## src/rtl/dma_chan_pkg.sv

```systemverilog
package dma_chan_pkg;
  typedef enum logic [1:0] {ST_IDLE, ST_GAP, ST_RD, ST_WR} eng_state_e;

  localparam logic [7:0] OFS_FACTOR = 8'h08;
  localparam logic [7:0] OFS_SMODE  = 8'h10;
  localparam logic [7:0] OFS_DMODE  = 8'h14;
  localparam logic [7:0] OFS_SHI    = 8'h18;
  localparam logic [7:0] OFS_DHI    = 8'h1C;
  localparam logic [7:0] OFS_SLO    = 8'h20;
  localparam logic [7:0] OFS_DLO    = 8'h24;
  localparam logic [7:0] OFS_USIZE  = 8'h28;
  localparam logic [7:0] OFS_UCNT   = 8'h2C;
  localparam logic [7:0] OFS_CTRL   = 8'h30;
  localparam logic [7:0] OFS_IEN    = 8'h34;
  localparam logic [7:0] OFS_RAW    = 8'h38;
  localparam logic [7:0] OFS_MSK    = 8'h3C;
  localparam logic [7:0] OFS_STAT   = 8'h40;
endpackage

```

## src/rtl/dma_chan_regs.sv

```systemverilog
module dma_chan_regs
  import dma_chan_pkg::*;
#(
  parameter int ADDR_W  = 40,
  parameter int USIZE_W = 26,
  parameter int UCNT_W  = 16,
  parameter int GAP_W   = 8,
  parameter int SEL_W   = 6
) (
  input  logic               clk_i,
  input  logic               rst_ni,
  input  logic               reg_we_i,
  input  logic [7:0]         reg_addr_i,
  input  logic [31:0]        reg_wdata_i,
  output logic [31:0]        reg_rdata_o,
  input  logic               busy_i,
  input  logic               end_evt_i,
  input  logic               err_evt_i,
  output logic               start_o,
  output logic               abort_o,
  output logic [ADDR_W-1:0]  src_base_o,
  output logic [ADDR_W-1:0]  dst_base_o,
  output logic               src_fixed_o,
  output logic               dst_fixed_o,
  output logic [1:0]         src_code_o,
  output logic [1:0]         dst_code_o,
  output logic [USIZE_W-1:0] unit_size_o,
  output logic [UCNT_W-1:0]  unit_cnt_o,
  output logic [GAP_W-1:0]   gap_o,
  output logic [SEL_W-1:0]   req_sel_o,
  output logic               irq_o
);
  localparam int HI_W = ADDR_W - 32;

  logic [HI_W-1:0] src_hi_q, dst_hi_q;
  logic [31:0]     src_lo_q, dst_lo_q;
  logic [1:0]      ien_q, raw_q, set_v, clr_v;

  assign set_v = {err_evt_i, end_evt_i};
  assign clr_v = (reg_we_i && reg_addr_i == OFS_RAW) ? reg_wdata_i[1:0] : 2'b00;

  always_ff @(posedge clk_i or negedge rst_ni) begin
    if (!rst_ni) begin
      src_hi_q <= '0; dst_hi_q <= '0; src_lo_q <= '0; dst_lo_q <= '0;
      src_fixed_o <= 1'b0; dst_fixed_o <= 1'b0;
      src_code_o <= '0; dst_code_o <= '0;
      unit_size_o <= '0; unit_cnt_o <= '0; gap_o <= '0; req_sel_o <= '0;
      ien_q <= '0; raw_q <= '0;
    end else begin
      raw_q <= (raw_q & ~clr_v) | set_v;
      if (reg_we_i) begin
        unique case (reg_addr_i)
          OFS_FACTOR: begin
            gap_o     <= reg_wdata_i[16 +: GAP_W];
            req_sel_o <= reg_wdata_i[SEL_W-1:0];
          end
          OFS_SMODE: begin src_fixed_o <= reg_wdata_i[4]; src_code_o <= reg_wdata_i[25:24]; end
          OFS_DMODE: begin dst_fixed_o <= reg_wdata_i[4]; dst_code_o <= reg_wdata_i[25:24]; end
          OFS_SHI:   src_hi_q <= reg_wdata_i[HI_W-1:0];
          OFS_DHI:   dst_hi_q <= reg_wdata_i[HI_W-1:0];
          OFS_SLO:   src_lo_q <= reg_wdata_i;
          OFS_DLO:   dst_lo_q <= reg_wdata_i;
          OFS_USIZE: unit_size_o <= reg_wdata_i[USIZE_W-1:0];
          OFS_UCNT:  unit_cnt_o <= reg_wdata_i[UCNT_W-1:0];
          OFS_IEN:   ien_q <= reg_wdata_i[1:0];
          default: ;
        endcase
      end
    end
  end

  assign src_base_o = {src_hi_q, src_lo_q};
  assign dst_base_o = {dst_hi_q, dst_lo_q};
  assign start_o = reg_we_i && reg_addr_i == OFS_CTRL && reg_wdata_i[0];
  assign abort_o = reg_we_i && reg_addr_i == OFS_CTRL && !reg_wdata_i[0];
  assign irq_o   = |(raw_q & ien_q);

  always_comb begin
    reg_rdata_o = '0;
    unique case (reg_addr_i)
      OFS_FACTOR: begin
        reg_rdata_o[16 +: GAP_W]  = gap_o;
        reg_rdata_o[SEL_W-1:0]    = req_sel_o;
      end
      OFS_SMODE: begin reg_rdata_o[25:24] = src_code_o; reg_rdata_o[4] = src_fixed_o; end
      OFS_DMODE: begin reg_rdata_o[25:24] = dst_code_o; reg_rdata_o[4] = dst_fixed_o; end
      OFS_SHI:   reg_rdata_o[HI_W-1:0] = src_hi_q;
      OFS_DHI:   reg_rdata_o[HI_W-1:0] = dst_hi_q;
      OFS_SLO:   reg_rdata_o = src_lo_q;
      OFS_DLO:   reg_rdata_o = dst_lo_q;
      OFS_USIZE: reg_rdata_o[USIZE_W-1:0] = unit_size_o;
      OFS_UCNT:  reg_rdata_o[UCNT_W-1:0] = unit_cnt_o;
      OFS_CTRL:  reg_rdata_o[0] = busy_i;
      OFS_IEN:   reg_rdata_o[1:0] = ien_q;
      OFS_RAW:   reg_rdata_o[1:0] = raw_q;
      OFS_MSK:   reg_rdata_o[1:0] = raw_q & ien_q;
      OFS_STAT:  reg_rdata_o[0] = busy_i;
      default: ;
    endcase
  end


  err_flag_set_chk: assert property (@(posedge clk_i) disable iff (!rst_ni)
    err_evt_i |=> raw_q[1]);

  end_flag_set_chk: assert property (@(posedge clk_i) disable iff (!rst_ni)
    end_evt_i |=> raw_q[0]);
endmodule

```

## src/rtl/dma_chan_engine.sv

```systemverilog
module dma_chan_engine
  import dma_chan_pkg::*;
#(
  parameter int ADDR_W  = 40,
  parameter int DATA_W  = 64,
  parameter int USIZE_W = 26,
  parameter int UCNT_W  = 16,
  parameter int GAP_W   = 8,
  parameter int SEL_W   = 6
) (
  input  logic               clk_i,
  input  logic               rst_ni,
  input  logic               start_i,
  input  logic               abort_i,
  input  logic [ADDR_W-1:0]  src_base_i,
  input  logic [ADDR_W-1:0]  dst_base_i,
  input  logic               src_fixed_i,
  input  logic               dst_fixed_i,
  input  logic [1:0]         src_code_i,
  input  logic [1:0]         dst_code_i,
  input  logic [USIZE_W-1:0] unit_size_i,
  input  logic [UCNT_W-1:0]  unit_cnt_i,
  input  logic [GAP_W-1:0]   gap_i,
  input  logic [SEL_W-1:0]   req_sel_i,
  input  logic               periph_req_i,
  output logic               mem_req_o,
  output logic               mem_we_o,
  output logic [ADDR_W-1:0]  mem_addr_o,
  output logic [1:0]         mem_size_o,
  output logic [DATA_W-1:0]  mem_wdata_o,
  input  logic               mem_rsp_valid_i,
  input  logic               mem_rsp_err_i,
  input  logic [DATA_W-1:0]  mem_rdata_i,
  output logic               busy_o,
  output logic               end_evt_o,
  output logic               err_evt_o
);
  eng_state_e         state_q;
  logic [ADDR_W-1:0]  cur_src_q, cur_dst_q;
  logic [USIZE_W-1:0] bytes_left_q;
  logic [UCNT_W-1:0]  units_left_q;
  logic [GAP_W-1:0]   gap_cnt_q;
  logic [1:0]         narrow, wide;
  logic [3:0]         beat_bytes, wide_m, src_m, dst_m;
  logic               cfg_bad;

  assign narrow     = (src_code_i < dst_code_i) ? src_code_i : dst_code_i;
  assign wide       = (src_code_i < dst_code_i) ? dst_code_i : src_code_i;
  assign beat_bytes = 4'd1 << narrow;
  assign wide_m     = (4'd1 << wide) - 4'd1;
  assign src_m      = (4'd1 << src_code_i) - 4'd1;
  assign dst_m      = (4'd1 << dst_code_i) - 4'd1;
  assign cfg_bad    = |(unit_size_i[2:0] & wide_m[2:0]) |
                      |(src_base_i[2:0] & src_m[2:0]) |
                      |(dst_base_i[2:0] & dst_m[2:0]);

  always_ff @(posedge clk_i or negedge rst_ni) begin
    if (!rst_ni) begin
      state_q <= ST_IDLE;
      cur_src_q <= '0; cur_dst_q <= '0;
      bytes_left_q <= '0; units_left_q <= '0; gap_cnt_q <= '0;
      mem_wdata_o <= '0; end_evt_o <= 1'b0; err_evt_o <= 1'b0;
    end else begin
      end_evt_o <= 1'b0;
      err_evt_o <= 1'b0;
      unique case (state_q)
        ST_IDLE: if (start_i) begin
          if (cfg_bad) err_evt_o <= 1'b1;
          else if (unit_size_i == '0 || unit_cnt_i == '0) end_evt_o <= 1'b1;
          else begin
            cur_src_q    <= src_base_i;
            cur_dst_q    <= dst_base_i;
            bytes_left_q <= unit_size_i;
            units_left_q <= unit_cnt_i;
            gap_cnt_q    <= '0;
            state_q      <= ST_GAP;
          end
        end
        ST_GAP: begin
          if (gap_cnt_q != '0) gap_cnt_q <= gap_cnt_q - 1'b1;
          else if (req_sel_i == '0 || periph_req_i) state_q <= ST_RD;
        end
        ST_RD: if (mem_rsp_valid_i) begin
          if (mem_rsp_err_i) begin
            err_evt_o <= 1'b1;
            state_q   <= ST_IDLE;
          end else begin
            mem_wdata_o <= mem_rdata_i;
            if (!src_fixed_i) cur_src_q <= cur_src_q + ADDR_W'(beat_bytes);
            state_q <= ST_WR;
          end
        end
        ST_WR: if (mem_rsp_valid_i) begin
          if (mem_rsp_err_i) begin
            err_evt_o <= 1'b1;
            state_q   <= ST_IDLE;
          end else begin
            if (!dst_fixed_i) cur_dst_q <= cur_dst_q + ADDR_W'(beat_bytes);
            if (bytes_left_q == USIZE_W'(beat_bytes)) begin
              if (units_left_q == UCNT_W'(1)) begin
                end_evt_o <= 1'b1;
                state_q   <= ST_IDLE;
              end else begin
                units_left_q <= units_left_q - 1'b1;
                bytes_left_q <= unit_size_i;
                gap_cnt_q    <= gap_i;
                state_q      <= ST_GAP;
              end
            end else begin
              bytes_left_q <= bytes_left_q - USIZE_W'(beat_bytes);
              state_q      <= ST_RD;
            end
          end
        end
        default: state_q <= ST_IDLE;
      endcase
      if (abort_i && state_q != ST_IDLE) begin
        state_q   <= ST_IDLE;
        end_evt_o <= 1'b0;
        err_evt_o <= 1'b0;
      end
    end
  end

  assign busy_o     = state_q != ST_IDLE;
  assign mem_req_o  = state_q == ST_RD || state_q == ST_WR;
  assign mem_we_o   = state_q == ST_WR;
  assign mem_addr_o = (state_q == ST_WR) ? cur_dst_q : cur_src_q;
  assign mem_size_o = narrow;


  req_hold_chk: assert property (@(posedge clk_i) disable iff (!rst_ni)
    mem_req_o && !mem_rsp_valid_i && !abort_i |=> mem_req_o && $stable(mem_addr_o) && $stable(mem_we_o));

  abort_idle_chk: assert property (@(posedge clk_i) disable iff (!rst_ni)
    abort_i && busy_o |=> !busy_o && !mem_req_o);

  rsp_err_stop_chk: assert property (@(posedge clk_i) disable iff (!rst_ni)
    mem_req_o && mem_rsp_valid_i && mem_rsp_err_i |=> !busy_o && !mem_req_o);

  cfg_err_chk: assert property (@(posedge clk_i) disable iff (!rst_ni)
    start_i && !busy_o && cfg_bad |=> !busy_o && err_evt_o);

  src_fixed_chk: assert property (@(posedge clk_i) disable iff (!rst_ni)
    mem_req_o && !mem_we_o && src_fixed_i |-> mem_addr_o == src_base_i);
endmodule

```

## src/rtl/dma_chan_top.sv

```systemverilog
module dma_chan_top #(
  parameter int ADDR_W  = 40,
  parameter int DATA_W  = 64,
  parameter int USIZE_W = 26,
  parameter int UCNT_W  = 16,
  parameter int GAP_W   = 8,
  parameter int SEL_W   = 6
) (
  input  logic              clk_i,
  input  logic              rst_ni,
  input  logic              reg_we_i,
  input  logic [7:0]        reg_addr_i,
  input  logic [31:0]       reg_wdata_i,
  output logic [31:0]       reg_rdata_o,
  input  logic              periph_req_i,
  output logic              mem_req_o,
  output logic              mem_we_o,
  output logic [ADDR_W-1:0] mem_addr_o,
  output logic [1:0]        mem_size_o,
  output logic [DATA_W-1:0] mem_wdata_o,
  input  logic              mem_rsp_valid_i,
  input  logic              mem_rsp_err_i,
  input  logic [DATA_W-1:0] mem_rdata_i,
  output logic              irq_o
);
  logic               busy, end_evt, err_evt, start, abort;
  logic               src_fixed, dst_fixed;
  logic [1:0]         src_code, dst_code;
  logic [ADDR_W-1:0]  src_base, dst_base;
  logic [USIZE_W-1:0] unit_size;
  logic [UCNT_W-1:0]  unit_cnt;
  logic [GAP_W-1:0]   gap;
  logic [SEL_W-1:0]   req_sel;

  dma_chan_regs #(.ADDR_W(ADDR_W), .USIZE_W(USIZE_W), .UCNT_W(UCNT_W),
                  .GAP_W(GAP_W), .SEL_W(SEL_W)) regs_i (
    .clk_i, .rst_ni, .reg_we_i, .reg_addr_i, .reg_wdata_i, .reg_rdata_o,
    .busy_i(busy), .end_evt_i(end_evt), .err_evt_i(err_evt),
    .start_o(start), .abort_o(abort),
    .src_base_o(src_base), .dst_base_o(dst_base),
    .src_fixed_o(src_fixed), .dst_fixed_o(dst_fixed),
    .src_code_o(src_code), .dst_code_o(dst_code),
    .unit_size_o(unit_size), .unit_cnt_o(unit_cnt),
    .gap_o(gap), .req_sel_o(req_sel), .irq_o);

  dma_chan_engine #(.ADDR_W(ADDR_W), .DATA_W(DATA_W), .USIZE_W(USIZE_W),
                    .UCNT_W(UCNT_W), .GAP_W(GAP_W), .SEL_W(SEL_W)) eng_i (
    .clk_i, .rst_ni, .start_i(start), .abort_i(abort),
    .src_base_i(src_base), .dst_base_i(dst_base),
    .src_fixed_i(src_fixed), .dst_fixed_i(dst_fixed),
    .src_code_i(src_code), .dst_code_i(dst_code),
    .unit_size_i(unit_size), .unit_cnt_i(unit_cnt),
    .gap_i(gap), .req_sel_i(req_sel), .periph_req_i,
    .mem_req_o, .mem_we_o, .mem_addr_o, .mem_size_o, .mem_wdata_o,
    .mem_rsp_valid_i, .mem_rsp_err_i, .mem_rdata_i,
    .busy_o(busy), .end_evt_o(end_evt), .err_evt_o(err_evt));
endmodule

```

## config.mk

```make
export PLATFORM = sky130hd
export DESIGN_NAME = dma_chan_top
export DESIGN_NICKNAME = d
export VERILOG_FILES = /design/src/rtl/dma_chan_pkg.sv /design/src/rtl/dma_chan_regs.sv /design/src/rtl/dma_chan_engine.sv /design/src/rtl/dma_chan_top.sv
export SDC_FILE = /design/constraint.sdc
export NUM_CORES = 1
export LEC_CHECK = 0
export CORE_ASPECT_RATIO = 1.2
export CORE_MARGIN = 3
export CORE_UTILIZATION = 42
export DETAILED_ROUTE_END_ITERATION = 8
export DONT_BUFFER_PORTS = 1
export GPL_TIMING_DRIVEN = 0
export SYNTH_ARGS = -nofsm -noshare
export SYNTH_HDL_FRONTEND = slang
export SYNTH_SLANG_ARGS = --single-unit
```

## constraint.sdc

```tcl
create_clock -name clk_i -period 5.3 [get_ports clk_i]
set_input_delay 0.265 -clock clk_i [delete_from_list [all_inputs] [get_ports clk_i]]
set_output_delay 0.265 -clock clk_i [all_outputs]
set_load 0.02 [all_outputs]
```

# After elaboration in Yosys (flattened, before gate mapping)
# Cells that the tools add are included.
# word_totals
elab_cells,207
regBits,344
# op_classes
order_cmp,1
muxes,81
n_bitwise,10
n_eq_ne,39
shift,4
n_reduce_logical,41
n_addsub,8
# op_table
cell,count
40-bit two-way mux,13
26-bit two-way mux,7
40-bit one-hot mux with 2 select lines,2
16-bit two-way mux,7
40-bit by 4-bit adder with 40-bit output,2
8-bit by 6-bit equality test with 1-bit output (second input constant),8
8-bit two-way mux,8
8-bit one-hot mux with 4 select lines,2
26-bit one-hot mux with 2 select lines,1
8-bit by 5-bit equality test with 1-bit output (second input constant),4
16-bit one-hot mux with 2 select lines,1
2-bit two-way mux,14
7-bit AND reduction,4
26-bit by 4-bit equality test with 1-bit output,1
26-bit zero test,1
26-bit by 4-bit subtractor with 26-bit output,1
8-bit one-hot mux with 3 select lines,1
2-bit AND reduction,10
16-bit by 1-bit equality test with 1-bit output (second input constant),1
16-bit zero test,1
2-bit != test (second input constant),8
16-bit by 1-bit subtractor with 16-bit output (second input constant),1
1-bit two-way mux,14
2-bit one-hot mux with 7 select lines,1
other kinds (41),71

# Depth between registers and ports, before layout
# Gate-level depths: netlist of the first run.
# depth
depth_word,12
mapped_depth,16

# Hierarchy
# Synthesis of the first run repeated with hierarchy kept, for this count alone.
# unflattened
cells_unflattened,1846
hier_area_um2,18775.5
# by_module_without_submodules
module,seq_area_each_um2,instances,cells_each,area_per_inst_um2
dma_chan_engine,4954.8,1,1346,12001.5
dma_chan_regs,3653.5,1,500,6774.0

# Worst setup path before layout of the first run
# OpenSTA, ideal clock, no wires.
# synth_timing
kind,reg-to-reg
from,reg regs_i.dst_code_o[1]
to,reg eng_i.cur_dst_q[20]
arrival_time_ns,3.510
stages_incl_launch_ff,16
setup_slack_ns,1.649
setup_time_ns,0.141
cell_sequence,dfrtp_1 inv_1 ha_1 nor2b_1 o22ai_1 inv_1 nor2_1 ha_1 inv_1 fa_1 nor2b_1 o2111a_1 nand3_1 or4b_2 o22ai_1 a211oi_1
# synth_via
elab_cells_between_ends,21
cone_classes,3 x add/sub; 1 x order compare; 1 x eq/ne; 3 x shift; 6 x mux; 4 x bitwise; 3 x reduce/logical
# synth_rtl
element,line,source
from (decl),dma_chan_regs.sv:26,"output logic [1:0] dst_code_o,"
from (signal assigned),dma_chan_regs.sv:58,OFS_DMODE: begin dst_fixed_o <= reg_wdata_i[4]; dst_code_o <= reg_wdata_i[25:24]; end
2-bit < comparator,dma_chan_engine.sv:47,assign narrow = (src_code_i < dst_code_i) ? src_code_i : dst_code_i;
2-bit two-way mux,dma_chan_engine.sv:47,
via mem_size_o[0],dma_chan_top.sv:19,"output logic [1:0] mem_size_o,"
1-bit by 2-bit << shifter with 4-bit output,dma_chan_engine.sv:49,assign beat_bytes = 4'd1 << narrow;
40-bit by 4-bit adder with 40-bit output,dma_chan_engine.sv:98,if (!dst_fixed_i) cur_dst_q <= cur_dst_q + ADDR_W'(beat_bytes);
40-bit two-way mux,dma_chan_engine.sv:98,
40-bit two-way mux,dma_chan_engine.sv:94,if (mem_rsp_err_i) begin
40-bit two-way mux,dma_chan_engine.sv:93,ST_WR: if (mem_rsp_valid_i) begin
40-bit one-hot mux with 2 select lines,dma_chan_engine.sv:66,unique case (state_q)
to (signal assigned),dma_chan_engine.sv:72,cur_dst_q <= dst_base_i;
to (signal assigned),dma_chan_engine.sv:98,
to (decl),dma_chan_engine.sv:39,"logic [ADDR_W-1:0] cur_src_q, cur_dst_q;"
# The timed path passes the listed nets, and every way through them passes these cells. The select of a mux whose other input is x is not followed.
# A chain may end at the register's enable or synchronous reset.

# Worst setup path after layout of the first run
# layout_timing
from,reg eng_i.state_q[0]
to,out mem_addr_o[8]
# layout_via
elab_chain_cells,2
# layout_rtl
element,line,source
from (decl),dma_chan_engine.sv:38,eng_state_e state_q;
from (signal assigned),dma_chan_engine.sv:59,state_q <= ST_IDLE;
from (signal assigned),dma_chan_engine.sv:76,state_q <= ST_GAP;
from (signal assigned),dma_chan_engine.sv:81,else if (req_sel_i == '0 || periph_req_i) state_q <= ST_RD;
2-bit equality test,-,
via mem_we_o,dma_chan_top.sv:17,"output logic mem_we_o,"
40-bit two-way mux,dma_chan_engine.sv:128,assign mem_addr_o = (state_q == ST_WR) ? cur_dst_q : cur_src_q;
to (decl),dma_chan_top.sv:18,"output logic [ADDR_W-1:0] mem_addr_o,"
# The timed path passes the listed nets, and every way through them passes these cells.

==> run metrics, run 1 <==
post-route clock period utilization 94.33%; Pwr per Cell Area 588.1 mW/mm^2; leakage power 9.560 nW; outcome finished with violations; HPWL Detailed 63.28 mm; RR Startpoint regs_i.dst_code_o[1]; Async SR Flop Fraction 100.0%; Antenna Nets Post-Route 0; Worst slew margin -0.9967%; CP Max Fanout 10; Yosys reg bits 344; CTS clk-pin slew, worst paths 60 ps; top cells by area, synth dfrtp_1 45%, mux2_2 14%, a21oi_1 2.7%; R2R Setup Slk 420 ps; Reg area 0.008608 sq mm; clock root cell clkbuf_16; post-synthesis mux area share 14.11%; syn nets 2081; Max-Cap Viols 1; die area 0.04866 sq mm; Syn-to-layout area delta 15.78%; yosys warns 0; violated checks negative hold slack, max-capacitance violations, max-slew violations; worst skew pair latency 580 ps; worst reg2reg path endpoint eng_i.cur_dst_q[20]; CTS buffer count 40; Iter 0 DRT Violations 2372; drt pass-1 iters 8; Buffers on Ports 0; CTS resizes 0; Hold Crit Class in2async; Post-Synth XOR/XNOR Area 0.09060%; Site Rows 85; VDD IR max 0.3584 mV; Critical Path AT 4730 ps; Max Clock Freq 200.0 MHz; critical path class reg2out; register area share after synthesis 44.52%; nets@finish 2220; I/O pin count 251; Placer Congestion 1.011; post-DR vias/cell 6.716; main flop type after synthesis dfrtp_1; Worst-Margin Slew 1512 ps; largest net degree at the start of global routing 345; Routed WL 85.20 mm; Synth Area in Simple Gates 17.44%; Post-CTS Hold Buffers 97; number of global-route vias before repair 17700; Filler cells 4153; Synth Area in Compound Gates 17.94%; top-area cell type share of the netlist area 44.52%; worst path required time 5040 ps; setup TNS 0 ps; first-pass GRT wire length 122.4 mm; R2R depth 15; share of layout cells above drive strength 1 16.72%; clk_skew 17.72 ps; initial antenna violation count 2; min cycle time layout 4999 ps; largest family of logic cells by synthesized area compound AO/OA/AOI/OAI gates; Core Region 0.04520 sq mm; Crit. End Element primary output; Hold Fails Final Rpt 344; Slew Limit Fails 8; global route total overflow 0; buffer depth of the longest clock path 3; WL/cell 31.30 microns; # Post-CTS Setup Buffers 0; initial core utilization 42.78%; area leader, netlist dfrtp_1; chip width 201.9 microns; # setup viols final 0; CTS tree done; area occupied by multi-input gates 0.009947 sq mm; Unique masters post-synth 81; Residual DRC 0; Clock Sinks 344; WHS -585.4 ps; Post-Synthesis Cell Area 0.01933 sq mm; Die Ht 241.0 microns; Vias 18280; Synth Area in Adders 1.864%; crit path launch type register; Post-synth EDFFs 0; RSZ-0062 raised after global routing false; Avg Inst Size Synth 9.946 sq um; cells after synthesis 1944; GRT Total Usage 34.04%; depth of the CTS H-tree 2
[state kept, by name, indices dropped and copies added, names as in the netlist]
name,cells
regs_i.src_code_o,2
regs_i.dst_fixed_o,1
eng_i.err_evt_o,1
regs_i.dst_hi_q,8
eng_i.end_evt_o,1
regs_i.dst_lo_q,32
eng_i.cur_src_q,40
regs_i.unit_size_o,26
eng_i.cur_dst_q,40
eng_i.mem_wdata_o,64
eng_i.state_q,2
regs_i.src_lo_q,32
regs_i.ien_q,2
regs_i.src_fixed_o,1
regs_i.gap_o,8
regs_i.unit_cnt_o,16
regs_i.src_hi_q,8
eng_i.gap_cnt_q,8
regs_i.dst_code_o,2
regs_i.raw_q,2
regs_i.req_sel_o,6
eng_i.units_left_q,16
eng_i.bytes_left_q,26
[critical path, cell delays in order, from the launching register on]
cell and delay (ps):
dfrtp_1 400, ha_1 380, clkbuf_1 810, clkbuf_1 460
clkbuf_1 330, buf_1 720, clkbuf_1 540, nand2_1 100
o21ai_0 410
[worst max path at each step]
stage / start / end / slack, ps / cells after the start
5_1_grt: eng_i.state_q[0] / mem_addr_o[8] / 180 / 8
3_3_place_gp: regs_i.dst_code_o[1] / eng_i.cur_dst_q[20] / 580 / 15
2_1_floorplan: regs_i.dst_code_o[1] / eng_i.cur_dst_q[20] / 1650 / 15
4_1_cts: eng_i.state_q[0] / mem_addr_o[8] / 470 / 8
3_5_place_dp: regs_i.dst_code_o[1] / eng_i.cur_dst_q[20] / 560 / 15
6_report: eng_i.state_q[0] / mem_addr_o[8] / 300 / 8
[placed cells by master, fill, tap and decap left out, types with 39 or more instances in the layout]
master,n
a21oi_1,104
dlygate4sd3_1,97
clkbuf_16,42
nand2_1,135
mux2_2,232
inv_1,63
nor3_1,82
dfrtp_1,344
clkbuf_1,102
nand4_1,52
a211oi_1,39
nand3_1,65
nor4_1,54
o21ai_0,75
nor2_1,114
[cells by family (layout without fill, tap and decap cells)]
| family | count (synthesis) | after routing |
|---|---|---|
| AND/OR/NAND/NOR | 640 | 640 |
| AO/OA/AOI/OAI | 496 | 496 |
| flip-flops | 344 | 344 |
| multiplexers | 242 | 242 |
| buffers and inverters | 193 | 360 |
| adder cells (fa/ha/maj) | 27 | 27 |
| XOR/XNOR | 2 | 2 |
| other | 0 | 2 |
[metrics by stage]
stage / instance area [sq um] / worst slack, ps / utilization [%] / total power [W] / instances
5_1_grt: 22380 / 180.0 / 49.52 / 0.01370 / 2721
2_1_floorplan: 19330 / 1649 / - / 0.008010 / 1944
4_1_cts: 22380 / 467.6 / 49.51 / 0.01295 / 2720
3_5_place_dp: 20100 / 559.0 / 44.46 / 0.01007 / 2553
6_report: 22390 / 300.5 / 49.53 / 0.01316 / 2722
3_3_place_gp: 20100 / 581.2 / 44.46 / 0.01001 / 2553
[power by group]
part	leakage [nW]	switching (W)	total, W	internal, W
sequential	4.36	0.00113	0.00447	0.00334
combinational	4.56	0.00405	0.00591	0.00185
clock	0.641	0.00115	0.00279	0.00164
total	9.56	0.00634	0.0132	0.00683
[metal layers]
layer	wire (microns)	global-route usage, %
met1	31720	42.11
met2	38550	53.73
met3	8907	9.281
met4	6009	20.20
met5	13	0
[synth_stat cells (6+ instances only)]
library cell  count
a211oi_1         39
a21o_1           14
a21oi_1         104
a221oi_1          6
a222oi_1         28
a22o_1            7
a22oi_1          21
a311oi_1         11
a31oi_1          28
a41o_1            7
a41oi_1          13
and2_1           10
and3_1           27
and4_1           13
buf_1            13
buf_2            17
clkbuf_1         93
dfrtp_1         344
ha_1             24
inv_1            63
mux2_2          232
mux2i_1           7
nand2_1         135
nand2b_1         16
nand3_1          65
nand3b_1          6
nand4_1          52
nor2_1          114
nor2b_1           8
nor3_1           82
nor4_1           54
nor4b_1           8
o21a_1            8
o21ai_0          75
o21ai_1           9
o221a_2           6
o22ai_1          21
o2bb2ai_1        10
o31a_1            6
o31ai_1          12
o32ai_1          10
o41ai_1          19
or2_2             6
or3_1            13
or4_1             6
[final cells by class]
type / count / share of cell area, %
well taps: 609 / 3.404
repair buffers: 97 / 4.337
flip-flops and latches: 344 / 38.46
clock inverters: 9 / 0.4024
inverters: 63 / 1.056
multi-input cells: 1407 / 44.44
diodes: 2 / 0.02236
plain buffers: 130 / 2.426
clock buffers: 61 / 5.461
No activity file was read; power rests on OpenSTA's default activity.
==> run 2, diff against run 1 <==
RECOVER_POWER = 100   (was default)
==> run 2 against run 1 <==
  * The run still ends with negative hold slack, max-capacitance violations, max-slew violations left
  * Global-route usage unchanged
  * Cell area decreased by 0.35%
  * Register-to-register slack lost 90 ps
  * Cell count is the same
  * Clock-buffer cell count stayed put
  * Clock power about the same
  * Via count rose by 0.34%
  * Total power down 0.55%
  * Critical path type is now reg2reg
  * Largest cell class unchanged
  * Largest power group unchanged
==> run metrics, run 2 (synthesized netlist as in run 1, its figures left out) <==
outcome finished with violations; violated checks negative hold slack, max-capacitance violations, max-slew violations; sw power 0.006326 W; most common cell after layout, fill and taps aside dfrtp_1; number of global-route vias before repair 17700; setup TNS 0 ps; Iter 0 DRT Violations 2365; Placer Congestion 1.011; Critical Path Max Stage Delay 530 ps; initial antenna violation count 2; Residual DRC 0; post-route clock period utilization 93.82%; WL/cell 31.31 microns; Clock Sinks 344; Most flops, register eng_i.mem_wdata_o; clk_skew 18.58 ps; leakage power 9.511 nW; RSZ-0062 raised after global routing false; HPWL Detailed 63.28 mm; Pwr per Cell Area 586.9 mW/mm^2; die area 0.04866 sq mm; CTS buffer count 40; PnR Total Power 0.01309 W; Site Rows 85; CP Max Fanout 10; Buffers on Ports 0; Hold Fails Final Rpt 344; critical path class reg2reg; worst path required time 5740 ps; nets@finish 2220; Worst-Margin Slew 1584 ps; Critical Path AT 5410 ps; post-DR vias/cell 6.739; GRT Total Usage 34.04%; CTS tree done; CTS clk-pin slew, worst paths 60 ps; worst skew pair latency 580 ps; crit path launch type register; Syn-to-layout area delta 15.38%; # setup viols final 0; sequential power share 34.1%; global route total overflow 0; Max Clock Freq 201.1 MHz; Post-CTS Hold Buffers 97; WHS -589.6 ps; depth of the CTS H-tree 2; Largest regs eng_i.mem_wdata_o: 64 flops, eng_i.cur_dst_q: 40 flops, eng_i.cur_src_q: 40 flops; Vias 18340; sw frac 48.32%; internal power 0.006766 W; Placed Cells 2553; drt pass-1 iters 7; buffer depth of the longest clock path 3; largest net degree at the start of global routing 345; Combinational Power Share 44.5%; Max-Cap Viols 1; clock network fraction of total power 21.4%; CP max-delay cell clkbuf_1; I/O pin count 251; first-pass GRT wire length 122.4 mm; Slew Limit Fails 8; Die Ht 241.0 microns; Worst slew margin -5.829%; initial core utilization 42.78%; crit-path cells inv_1, ha_1, nor2b_1, o22ai_1, inv_1, nor2_1, ha_1, and4_1, and4bb_1, and3_1, clkbuf_1, nand3_1, nand3_1, clkbuf_2, o21ai_0; chip width 201.9 microns; CTS resizes 0; Crit. End Element register; Core Region 0.04520 sq mm; share of layout cells above drive strength 1 14.73%; Routed WL 85.23 mm; Hold Crit Class in2async; clock root cell clkbuf_16; most used cells in the layout excluding fill and tap cells 344 x dfrtp_1, 213 x mux2_2, 136 x nand2_1, 125 x clkbuf_1, 114 x nor2_1; Antenna Nets Post-Route 0; VDD IR max 0.3575 mV; Final Non-Filler Cells 2722; min cycle time layout 4973 ps; max reg flops 64
-- run 2: cell types whose count changed in the layout (fill, tap and decap cells not counted), sizes merged --
cell,change
clkbuf,+24
buf,-24
-- run 2: per-stage QoR --
step	setup slack [ps]	hold slack (ps)	util, %	cell area, sq um
detailed placement	559.0	4.867	44.46	20100
floorplan	1649	-30.59	-	19330
finish	327.4	-589.6	49.35	22310
global route	114.3	-602.2	49.35	22310
CTS	467.6	-602.9	49.51	22380
global placement	581.2	3.106	44.46	20100
-- run 2: final cells by class --
class                      count  area (sq um)
multi-input combinational   1407          9891
clock inverter                 9         90.09
tap                          609         762.0
timing repair buffer          97         970.9
fill                        4173         22890
buffer                       130         521.8
antenna                        2         5.005
inverter                      63         236.5
clock buffer                  61          1222
sequential                   344          8608
-- run 2: worst max-delay path: cells and delay by family, from the launching register on --
kind,cells,cell delay (ps)
compound gates,2,350
simple gates,7,2320
fa+ha+maj,2,510
flops,1,450
buf+inv,4,1200
-- run 2: power by group through the flow --
stage | logic, W | clock network (W) | registers [W]
5_1_grt | 0.00615 | 0.00292 | 0.00454
6_report | 0.00583 | 0.00280 | 0.00446
3_5_place_dp | 0.00563 | 0 | 0.00445
4_1_cts | 0.00571 | 0.00282 | 0.00443
2_1_floorplan | 0.00386 | 0 | 0.00415
3_3_place_gp | 0.00556 | 0 | 0.00445
-- run 2: timing repair --
item / 4_1_cts / 5_1_grt
endpoints found under the hold margin: 546 / 344
endpoints found under the setup margin: 0 / 0
buffers inserted: 0 / 0
-- run 2: layer usage --
metal | wire [microns] | up-vias | track usage [%]
met4 | 6225 | 2 | 20.20
met1 | 31560 | 9027 | 42.11
met5 | 13 | - | 0
li1 | - | 7732 | -
met2 | 38290 | 1293 | 53.73
met3 | 9144 | 289 | 9.281
-- run 2: final timing paths --
path / from / to / slack (ps) / depth (start not counted)
max: regs_i.dst_code_o[1] / eng_i.bytes_left_q[13] / 330 / 15
min: rst_ni / eng_i.units_left_q[6] / -590 / 0
max reg2reg: regs_i.dst_code_o[1] / eng_i.bytes_left_q[13] / 330 / 15
min reg2reg: eng_i.err_evt_o / regs_i.raw_q[1] / 440 / 1
max in group asynchronous: rst_ni / eng_i.mem_wdata_o[19] / 4740 / 0
min in group clk_i: mem_rsp_valid_i / eng_i.err_evt_o / 30 / 4
==> run 3, diff against run 2 <==
clock period = 5.08 ns   (was 5.3 ns; I/O delays follow)
==> run 3 against run 2 <==
  * The run ends with design-rule violations, negative hold slack, max-capacitance violations, max-slew violations left
  * Largest power group unchanged
  * Cell area grew 0.10%
  * Cell count is the same
  * Hold slack lost 9.5 ps
  * Core utilization is essentially flat
  * Critical path depth is the same
==> run metrics, run 3 (synthesized netlist as in run 1, its figures left out) <==
setup TNS 0 ps; number of global-route vias before repair 17720; Antenna Nets Post-Route 0; Post-CTS Hold Buffers 98; Critical Path Max Stage Delay 530 ps; clk_skew 17.96 ps; Most flops, register eng_i.mem_wdata_o; Syn-to-layout area delta 15.49%; Clock Sinks 344; largest net degree at the start of global routing 345; Buffers on Ports 0; Reg area 0.008608 sq mm; RSZ-0062 raised after global routing false; post-route clock period utilization 94.00%; Slew Limit Fails 14; Worst Path Buf+Inv 4; Worst-Margin Slew 1508 ps; R2R Setup Slk 300 ps; initial core utilization 42.78%; worst skew pair latency 570 ps; max reg flops 64; Iter 0 DRT Violations 2281; min cycle time layout 4775 ps; critical path class reg2reg; Core Region 0.04520 sq mm; buffer depth of the longest clock path 3; first-pass GRT wire length 122.4 mm; drt pass-1 iters 9; WL/cell 31.32 microns; Hold Crit Class in2async; Crit. End Element register; CTS tree done; crit-path cells inv_1, ha_1, nor2b_1, o22ai_1, inv_1, nand2_1, ha_1, and4_1, and4bb_1, and3_1, clkbuf_1, nand3_1, nand3_1, buf_4, o21ai_0; Critical Path AT 5210 ps; most used cells in the layout excluding fill and tap cells 344 x dfrtp_1, 213 x mux2_2, 136 x nand2_1, 124 x clkbuf_1, 113 x nor2_1; leakage power 9.523 nW; share of layout cells above drive strength 1 14.91%; Top delay family on crit path simple AND/OR/NAND/NOR gates; Max-Cap Viols 2; chip width 201.9 microns; Routed WL 85.24 mm; Placer Congestion 1.011; outcome finished with violations; worst reg2reg path endpoint eng_i.bytes_left_q[10]; CTS buffer count 40; CP Max Fanout 10; Worst setup startpoint regs_i.dst_code_o[1]; global route total overflow 0; worst path required time 5520 ps; crit path launch type register; Pwr per Cell Area 611.3 mW/mm^2; violated checks design-rule violations, negative hold slack, max-capacitance violations, max-slew violations; GRT Total Usage 34.04%; R2R depth 15; CP max-delay cell clkbuf_1; Site Rows 85; VDD IR max 0.3734 mV; PnR Total Power 0.01365 W; I/O pin count 251; Largest regs eng_i.mem_wdata_o: 64 flops, eng_i.cur_dst_q: 40 flops, eng_i.cur_src_q: 40 flops; HPWL Detailed 63.28 mm; post-DR vias/cell 6.740; # Post-CTS Setup Buffers 0; Die Ht 241.0 microns; depth of the CTS H-tree 2; nets@finish 2221; die area 0.04866 sq mm; Filler cells 4166; # setup viols final 0; most common cell after layout, fill and taps aside dfrtp_1; clock root cell clkbuf_16; Residual DRC 4; Hold Fails Final Rpt 344; Vias 18350; Max Clock Freq 209.4 MHz; Worst slew margin -1.425%; WHS -599.1 ps; area occupied by multi-input gates 0.009902 sq mm; initial antenna violation count 2; CTS clk-pin slew, worst paths 60 ps; RR Startpoint regs_i.dst_code_o[1]
-- run 3: how the worst max path moves through the flow --
stage / cells past startpoint / endpoint / slack (ps)
2_1_floorplan: 15 / eng_i.cur_dst_q[20] / 1430
3_3_place_gp: 15 / eng_i.cur_dst_q[20] / 360
3_5_place_dp: 15 / eng_i.cur_dst_q[20] / 340
4_1_cts: 8 / mem_addr_o[8] / 260
5_1_grt: 15 / eng_i.cur_src_q[38] / 120
6_report: 15 / eng_i.bytes_left_q[10] / 300
-- run 3: per-layer routing --
metal / GRT usage, % / vias to the layer above / part of all wire [%]
met3: 9.321 / 287 / 11
li1: - / 7743 / -
met1: 42.08 / 9064 / 37
met4: 20.18 / 4 / 7.1
met2: 53.72 / 1248 / 45
met5: 0 / - / 0.063
-- run 3: what timing repair did --
item                       4_1_cts  5_1_grt
setup endpoints to repair        0        2
hold endpoints to repair       547      344
gates resized for setup          0        5
-- run 3: report_power, final --
| group | internal [W] | total, W | switching [W] |
|---|---|---|---|
| Sequential | 0.00348 | 0.00466 | 0.00118 |
| Clock | 0.00171 | 0.00291 | 0.00120 |
| Combinational | 0.00188 | 0.00608 | 0.00420 |
| Total | 0.00707 | 0.0137 | 0.00659 |
-- run 3: cell type report --
type | instances | area share (%)
multi-input combinational | 1407 | 44.34
sequential | 344 | 38.55
clock buffer | 61 | 5.474
timing repair buffer | 98 | 4.393
tap | 609 | 3.412
buffer | 130 | 2.353
inverter | 63 | 1.059
clock inverter | 9 | 0.4034
antenna | 1 | 0.01121
-- run 3: metrics by stage --
stage | hold slack (ps) | util [%] | std cells | worst slack [ps] | instance area (sq um)
floorplan | -41.59 | - | 1944 | 1429 | 19330
CTS | -613.9 | 49.54 | 2721 | 258.6 | 22390
detailed placement | -6.133 | 44.46 | 2553 | 339.0 | 20100
finish | -599.1 | 49.40 | 2722 | 305.0 | 22330
global route | -613.2 | 49.40 | 2722 | 120.2 | 22330
global placement | -7.894 | 44.46 | 2553 | 361.2 | 20100
